[src/rtl/fsc_pkg.sv]
// Shared types for the failsafe controller: power-sequencer states and bus
// level classes. Assumes the comparator flags are already synchronous to clk.
package fsc_pkg;

    typedef enum logic [1:0] {
        PM_ACTIVE   = 2'd0,
        PM_SLEEPING = 2'd1,
        PM_ASLEEP   = 2'd2,
        PM_WAKING   = 2'd3
    } pm_state_t;

    typedef enum logic [1:0] {
        BUS_NONE  = 2'd0,
        BUS_HIGH  = 2'd1,
        BUS_LOW   = 2'd2,
        BUS_CLASH = 2'd3
    } bus_lvl_t;

    // Map the two window flags onto a bus level class.
    function automatic bus_lvl_t classify(input logic hi, input logic lo);
        bus_lvl_t r;
        case ({hi, lo})
            2'b10:   r = BUS_HIGH;
            2'b01:   r = BUS_LOW;
            2'b11:   r = BUS_CLASH;
            default: r = BUS_NONE;
        endcase
        return r;
    endfunction

endpackage

[src/rtl/fsc_power_seq.sv]
// Power sequencer. It moves through active, settling, standby and waking
// states from the combined enable request, and counts the entry and wake-up
// delays in clock cycles.
// Assumes ENTER_CYC >= 1 and WAKE_CYC >= 1. Reset lands in standby.
module fsc_power_seq
    import fsc_pkg::*;
#(
    parameter int ENTER_CYC = 250,
    parameter int WAKE_CYC  = 1000
) (
    input  logic clk,
    input  logic rst_n,
    input  logic any_en,
    output logic active,
    output logic standby
);

    localparam int PMAX = (ENTER_CYC > WAKE_CYC) ? ENTER_CYC : WAKE_CYC;
    localparam int PCW  = $clog2(PMAX + 1);
    localparam logic [PCW-1:0] ENTER_LAST = PCW'(ENTER_CYC - 1);
    localparam logic [PCW-1:0] WAKE_LAST  = PCW'(WAKE_CYC - 1);

    pm_state_t      state;
    logic [PCW-1:0] pcnt;

    // State and delay counter update.
    always_ff @(posedge clk) begin
        if (!rst_n) begin
            state <= PM_ASLEEP;
            pcnt  <= '0;
        end else begin
            case (state)
                PM_ACTIVE: begin
                    if (!any_en) begin
                        state <= PM_SLEEPING;
                        pcnt  <= '0;
                    end
                end
                PM_SLEEPING: begin
                    if (any_en)                 state <= PM_ACTIVE;
                    else if (pcnt == ENTER_LAST) state <= PM_ASLEEP;
                    else                        pcnt  <= pcnt + 1'b1;
                end
                PM_ASLEEP: begin
                    if (any_en) begin
                        state <= PM_WAKING;
                        pcnt  <= '0;
                    end
                end
                default: begin
                    if (!any_en)                state <= PM_ASLEEP;
                    else if (pcnt == WAKE_LAST) state <= PM_ACTIVE;
                    else                        pcnt  <= pcnt + 1'b1;
                end
            endcase
        end
    end

    // State decode for the rest of the block.
    always_comb begin
        active  = (state == PM_ACTIVE);
        standby = (state == PM_ASLEEP) || (state == PM_WAKING);
    end

endmodule

[src/rtl/fsc_bus_timer.sv]
// Bus-invalid timer and receive level path. It counts consecutive invalid
// samples while run is high, saturates at the timeout and flags failsafe.
// It keeps the last valid level and resolves the level to present.
// Assumes TIMEOUT_CYC >= 1. Outside run the count is held at zero.
module fsc_bus_timer
    import fsc_pkg::*;
#(
    parameter int TIMEOUT_CYC = 31250
) (
    input  logic clk,
    input  logic rst_n,
    input  logic run,
    input  logic cmp_hi,
    input  logic cmp_lo,
    output logic fs_active,
    output logic rx_level,
    output logic clash
);

    localparam int TCW = $clog2(TIMEOUT_CYC + 1);
    localparam logic [TCW-1:0] TLIM = TCW'(TIMEOUT_CYC);

    bus_lvl_t       lvl;
    logic           invalid;
    logic [TCW-1:0] tcnt;
    logic           last_lvl;

    // Classify the comparator pair.
    always_comb begin
        lvl     = classify(cmp_hi, cmp_lo);
        invalid = (lvl == BUS_NONE) || (lvl == BUS_CLASH);
        clash   = (lvl == BUS_CLASH);
    end

    // Count unbroken invalid samples, saturating at the limit.
    always_ff @(posedge clk) begin
        if (!rst_n)                tcnt <= '0;
        else if (!run || !invalid) tcnt <= '0;
        else if (tcnt != TLIM)     tcnt <= tcnt + 1'b1;
    end

    // Remember the most recent valid level seen while running.
    always_ff @(posedge clk) begin
        if (!rst_n)                           last_lvl <= 1'b1;
        else if (run && (lvl == BUS_HIGH))    last_lvl <= 1'b1;
        else if (run && (lvl == BUS_LOW))     last_lvl <= 1'b0;
    end

    // Failsafe flag and level resolution; a valid level always wins.
    always_comb begin
        fs_active = (tcnt == TLIM);
        case (lvl)
            BUS_HIGH: rx_level = 1'b1;
            BUS_LOW:  rx_level = 1'b0;
            default:  rx_level = fs_active ? 1'b1 : last_lvl;
        endcase
    end

endmodule

[src/rtl/fsc_drv_path.sv]
// Pair driver control. It substitutes the open-input level when the data pin
// floats, and drives A with the data and B with its inverse when enabled.
// Both lines are 0 when the driver is disabled.
module fsc_drv_path #(
    parameter bit OPEN_LEVEL = 1'b1
) (
    input  logic drv_go,
    input  logic tx_data,
    input  logic tx_open,
    output logic drv_oe,
    output logic drv_a,
    output logic drv_b
);

    logic open_lvl;
    logic tx_eff;

    // Pick the level that a floating data input takes.
    generate
        if (OPEN_LEVEL) begin : g_open_high
            assign open_lvl = 1'b1;
        end else begin : g_open_low
            assign open_lvl = 1'b0;
        end
    endgenerate

    // Form the complementary pair drive.
    always_comb begin
        tx_eff = tx_open ? open_lvl : tx_data;
        drv_oe = drv_go;
        drv_a  = drv_go & tx_eff;
        drv_b  = drv_go & ~tx_eff;
    end

endmodule

[src/rtl/bus_failsafe_ctrl.sv]
// Top of the failsafe controller. It joins the power sequencer, the
// bus-invalid timer and the driver path, and gates the receive output with
// the receiver enable and the active state.
// Assumes all inputs are synchronous to clk.
module bus_failsafe_ctrl #(
    parameter int TIMEOUT_CYC = 31250,
    parameter int ENTER_CYC   = 250,
    parameter int WAKE_CYC    = 1000,
    parameter bit OPEN_LEVEL  = 1'b1
) (
    input  logic clk,
    input  logic rst_n,
    input  logic cmp_hi,
    input  logic cmp_lo,
    input  logic tx_data,
    input  logic tx_open,
    input  logic drv_en,
    input  logic rcv_en_n,
    output logic drv_oe,
    output logic drv_a,
    output logic drv_b,
    output logic rcv_oe,
    output logic rcv_out,
    output logic failsafe,
    output logic illegal_err,
    output logic standby
);

    logic any_en;
    logic active;
    logic fs_active;
    logic rx_level;
    logic clash;

    // Either enable is a request to be awake.
    assign any_en = drv_en | ~rcv_en_n;

    fsc_power_seq #(
        .ENTER_CYC (ENTER_CYC),
        .WAKE_CYC  (WAKE_CYC)
    ) pseq_i (
        .clk     (clk),
        .rst_n   (rst_n),
        .any_en  (any_en),
        .active  (active),
        .standby (standby)
    );

    fsc_bus_timer #(
        .TIMEOUT_CYC (TIMEOUT_CYC)
    ) btmr_i (
        .clk       (clk),
        .rst_n     (rst_n),
        .run       (active),
        .cmp_hi    (cmp_hi),
        .cmp_lo    (cmp_lo),
        .fs_active (fs_active),
        .rx_level  (rx_level),
        .clash     (clash)
    );

    fsc_drv_path #(
        .OPEN_LEVEL (OPEN_LEVEL)
    ) drv_i (
        .drv_go  (active & drv_en),
        .tx_data (tx_data),
        .tx_open (tx_open),
        .drv_oe  (drv_oe),
        .drv_a   (drv_a),
        .drv_b   (drv_b)
    );

    // Receive output gating and status outputs.
    always_comb begin
        rcv_oe      = active & ~rcv_en_n;
        rcv_out     = rcv_oe & rx_level;
        failsafe    = fs_active;
        illegal_err = active & clash;
    end

endmodule

[config.mk]
export PLATFORM = sky130hd
export DESIGN_NAME = bus_failsafe_ctrl
export DESIGN_NICKNAME = d
export VERILOG_FILES = /design/src/rtl/fsc_pkg.sv /design/src/rtl/fsc_power_seq.sv /design/src/rtl/fsc_bus_timer.sv /design/src/rtl/fsc_drv_path.sv /design/src/rtl/bus_failsafe_ctrl.sv
export SDC_FILE = /design/constraint.sdc
export NUM_CORES = 1
export LEC_CHECK = 0
export ABC_AREA = 1
export BUFFER_PORTS_ARGS = -buffer_cell sky130_fd_sc_hd__buf_2
export CORE_ASPECT_RATIO = 1.4
export CORE_MARGIN = 2
export CORE_UTILIZATION = 55
export CTS_CLUSTER_SIZE = 20
export DETAILED_ROUTE_END_ITERATION = 10
export GPL_ROUTABILITY_DRIVEN = 0
export PLACE_DENSITY_LB_ADDON = 0.08
export RECOVER_POWER = 25
export SYNTH_ARGS = -nofsm -noshare
export SYNTH_HDL_FRONTEND = slang
export SYNTH_HIERARCHICAL = 1
export SYNTH_SLANG_ARGS = --single-unit
[constraint.sdc]
create_clock -name clk -period 2.2 [get_ports clk]
set_input_delay 0.44 -clock clk [delete_from_list [all_inputs] [get_ports clk]]
set_output_delay 0.44 -clock clk [all_outputs]
set_load 0.05 [all_outputs]
After elaboration in Yosys (flattened, before gate mapping). Cells that the tools add are included.

Register bits: 28. Input port bits: 8. Output and inout bits: 8. Logic and storage cells: 68.

Add/subtract/negate cells: 2. Equality and inequality tests: 20. Mux-type cells: 18. Bitwise gates (word level): 10. Reductions and logical operators: 14.

Operator list (number): $mux 10 (6); $pmux 10 s3 (1); $add 15x1->15 const B (1); $eq 15x15->1 const B (1); $ne 15x15->1 const B (1); $eq 2x2->1 const B (6); $mux 2 (6); $pmux 2 s3 (2); $add 10x1->10 const B (1); $eq 10x10->1 const B (1); $eq 10x8->1 const B (1); $ne 4x4->1 const B (2); $and 1x1->1 (6); $eq 2x1->1 const B (3); $ne 2x2->1 const B (3); $reduce_and 6->1 (1); $logic_not 2->1 (2); $reduce_and 4->1 (1); $reduce_or 2->1 (2); $logic_or 1x1->1 (3); $ne 3x1->1 const B (1); $not 1->1 (3); $reduce_bool 3->1 (1); $logic_and 1x1->1 (2); 5 further kinds (7).

Depth between registers and ports, before layout.
Depth in word-level cells: 7. Depth in mapped cells: 10. Mapped depth without buffers: 10.

By module. Netlist, hierarchy kept.

By module, submodules not included: fsc_bus_timer (instances 1, cells an instance 156, area each 963.4 µm², sequential area each 320.3 µm²); fsc_power_seq (instances 1, cells an instance 141, area each 903.4 µm², sequential area each 240.2 µm²); bus_failsafe_ctrl (instances 1, cells an instance 10, area each 40.0 µm², sequential area each 0.0 µm²); fsc_drv_path (instances 1, cells an instance 8, area each 36.3 µm², sequential area each 0.0 µm²).

Least setup slack after synthesis. Ideal clock, no wire load.

Kind: flip-flop to output port. From: register btmr_i.tcnt[0]. To: output rcv_out. Arrival: 1726 ps. Data required time: 1760 ps. Setup slack: 34 ps. Stages on the path, launching flop included: 11. Buffers on the path: 0. Path through: dfxtp_1 -> inv_1 -> ha_1 -> nand2_1 -> inv_1 -> nand2_1 -> nor2_1 -> nand2_1 -> a21oi_1 -> inv_1 -> nor2_1.

Cells in the longest elaborated chain, start to end: 4.

Ends and longest elaborated chain: start: declaration (RTL line fsc_bus_timer.sv:25) `logic [TCW-1:0] tcnt;`; start signal: assignment (RTL line fsc_bus_timer.sv:39) `else if (tcnt != TLIM) tcnt <= tcnt + 1'b1;`; $eq 15x15->1 (RTL line fsc_bus_timer.sv:51) `fs_active = (tcnt == TLIM);`; $mux 1 (RTL line fsc_bus_timer.sv:55) `default: rx_level = fs_active ? 1'b1 : last_lvl;`; $pmux 1 s2 (RTL line fsc_bus_timer.sv:52) `case (lvl)`; via rx_level (RTL line bus_failsafe_ctrl.sv:32) `logic rx_level;`; $and 1x1->1 (RTL line bus_failsafe_ctrl.sv:76) `rcv_out = rcv_oe & rx_level;`; end: declaration (RTL line bus_failsafe_ctrl.sv:23) `output logic rcv_out,`.

The timed path passes the listed nets, and every way through them passes these cells.

Worst setup path after layout. Same ends and word-level chain as after synthesis.

==> impl_results.md <==
* Status: completed
* Total clock sinks at 28
* Critical path data required time at 1760 ps
* Post-CTS Setup Bufs at 0
* Number of global-route vias before repair at 1735
* Syn_nets at 334
* CP max-delay cell: dfxtp_2
* CTS tree: built
* Routed WL at 4.04 mm
* WHS at 453 ps
* CP Capture Type: output port
* Flops & latches, synth at 28
* Cells on Worst Hold Path at 2
* CP Class: reg2out
* Initial Utilization at 0.575
* Vias/cell at 5.15
* Fillcell total at 348
* Worst Max-Slew Pin Slew at 479 ps
* Die height at 74.3 µm
* Max-slew headroom at 0.681
* Gr ovfl total at 0
* Reg clk slew, reported paths at 90 ps
* Area grow syn2layout at 10.4%
* Placed inst area at 2050 µm²
* Power Density at 726 nW/µm²
* CP Cell Sequence: inv_2, ha_2, nand2_1, inv_1, nand2_1, nor2_2, nand2_1, a21oi_2, inv_1, nor2_2, buf_6
* FF-to-FF setup slack at 400 ps
* Die Area at 4030 µm²
* DP HPWL at 3.12 mm
* DR pass1 iterations at 4
* Hold Vio Cnt, Final at 0
* YS warnings at 6
* Clk root buf: clkbuf_8
* WP buf/inv at 4
* Yosys top cell by area: dfxtp_1
* Share of post-route cells with drive strength above 1 at 0.129
* R2r worst-path depth at 8
* Drt drc at 0
* Max Cap Viol at 0
* Mean Syn Cell Area at 6.17 µm²
* Mapped cell area at 1940 µm²
* Crit Reg-Reg Endpoint: pseq_i/pcnt[0]$_SDFFE_PN0P_
* Antenna viol nets, final at 0
* Initial antenna violation count at 0
* Routed via count at 1920
* Count of cell types in the netlist at 28
* Switching Share at 0.382
* Combinational power share at 0.356
* Startpoint types: flop
* Pleak at 0.911 nW
* Clock H-tree levels at 1
* Critical path arrival at 1730 ps
* Register share of total power at 0.384
* Initial DRC count at 58
* Finished Cell Area at 2150 µm²
* # port buffers at 15
* Total core area at 3380 µm²
* Worst path most repeated cell: nand2_1
* HP Start: rst_n
* Fin nets at 353
* Row count at 25
* Worst hold path class: in2reg
* Total track usage at 0.223
* IO Pins at 16
* Clock skew at 6.54 ps
* FMAX at 461 MHz
* Max rail drop VDD at 0.465 mV
* Crit Path Max Fanout at 3
* Reg-to-Reg Start: pseq_i/state[0]$_SDFFE_PN0P_
* Clock power frac at 0.260
* Most frequent cell after synthesis: nand2_1
* Int Pwr at 963 µW
* Routed wire per std cell at 10.8 µm
* Psw at 594 µW
* Dominant synthesized flop cell: dfxtp_1
* Slew Limit Fails at 0
* Pin count of the biggest net entering global routing at 17
* Seq/Total Area, Yosys at 0.288
* Ant diodes at 0
* Die W at 54.2 µm
* Global-route wire length before repair at 6.75 mm
* Commonest cells in the netlist: nand2_1, nor2_1, inv_1, nand3_1, dfxtp_1
* CTS buffer count at 3
* Clock Latency Late Sink at 270 ps
* # hold bufs at CTS at 0
* Cells after Synth at 315
* Post-synth EDFFs at 0
* Yosys top cell area share at 0.288
* Tmin final at 2170 ps
* Final period util at 0.985
* CP top delay family: simple AND/OR/NAND/NOR gates
* Max Root-Sink Buffers at 2
* FFs w/ async S/R, synth at 0
* Synth area leaders: dfxtp_1, nand2_1, nor2_1
* Setup violations, final at 0
* CP max stage delay at 350 ps
* RSZ-0062 raised after global routing: true
registers in the layout, indices dropped and copies added (netlist names), named ones only:
name,flops
btmr_i/last_lvl,1
btmr_i/tcnt,15
pseq_i/pcnt,10
pseq_i/state,1
metrics by stage:
stage | TNS [ps] | util | cells | setup slack (ps) | total power, mW
5_1_grt | -87.7 | 0.635 | 373 | -87.7 | 1.66
3_5_place_dp | 0 | 0.608 | 369 | 205 | 1.16
4_1_cts | 0 | 0.632 | 373 | 9.55 | 1.57
2_1_floorplan | 0 | - | 315 | 34.0 | 1.05
6_report | 0 | 0.635 | 373 | 32.4 | 1.56
3_3_place_gp | 0 | 0.608 | 369 | 245 | 1.15
cell type report:
cell class	count	area [µm²]	share of cell area
clock inverter	1	30.0	0.0140
tap	40	50.0	0.0233
clock buffer	3	41.3	0.0192
sequential	28	563	0.262
timing repair buffer	17	92.6	0.0431
inverter	50	188	0.0875
multi-input combinational	234	1180	0.550
placed cells by master (no fill, tap or decap), types with 2 or more instances in the layout:
cell,netlist,routed
a21oi_1,22,21
ha_2,0,2
inv_2,1,2
clkinv_1,2,2
dfxtp_1,28,26
ha_1,11,9
nand4_2,2,2
buf_2,0,14
nor2_2,4,7
clkbuf_8,0,3
nand2_1,76,76
nand3_1,32,32
xor2_1,2,2
nor2_4,3,3
nor2_1,54,51
o21ai_0,5,5
dfxtp_2,0,2
o21ai_1,2,2
inv_1,47,46
nor3_1,5,5
nand4_1,6,6
or2_2,2,2
power by group through the flow:
stage	clock network (mW)	registers [mW]	logic, mW
detailed placement	0	0.610	0.546
global placement	0	0.609	0.539
finish	0.405	0.598	0.554
floorplan	0	0.599	0.454
global route	0.437	0.606	0.621
CTS	0.418	0.598	0.554
timing repair:
action | CTS | global route
endpoints found under the setup margin | 1 | 3
pin swaps | 1 | 0
gates resized for setup | 5 | 6
hold endpoints to repair | 0 | 0
how the worst max path moves through the flow:
stage          depth (start not counted)      end  slack [ps]                        start
6_report                              11  rcv_out          30  btmr_i/tcnt[0]$_SDFFE_PP0N_
5_1_grt                               11  rcv_out         -90  btmr_i/tcnt[0]$_SDFFE_PP0N_
4_1_cts                               11  rcv_out          10  btmr_i/tcnt[0]$_SDFFE_PP0N_
3_5_place_dp                           9  rcv_out         210                       cmp_hi
3_3_place_gp                           9  rcv_out         240                       cmp_hi
2_1_floorplan                         10  rcv_out          30  btmr_i/tcnt[0]$_SDFFE_PP0N_
layer usage:
metal	global-route usage	wire length [µm]	vias up
li1	-	-	1031
met1	0.217	1690	863
met2	0.436	2170	18
met3	0.0241	58	8
met4	0.114	117	0
met5	0	0	-
kinds of logic (layout without fill, tap and decap cells):
family	after synthesis	count (layout)	synth area share
flops	28	28	0.288
compound gates	31	31	0.0818
simple gates	190	190	0.438
buf+inv	53	71	0.112
xor+xnor	2	2	0.00902
fa+ha+maj	11	11	0.0708
No activity file was read; power rests on OpenSTA's default activity.
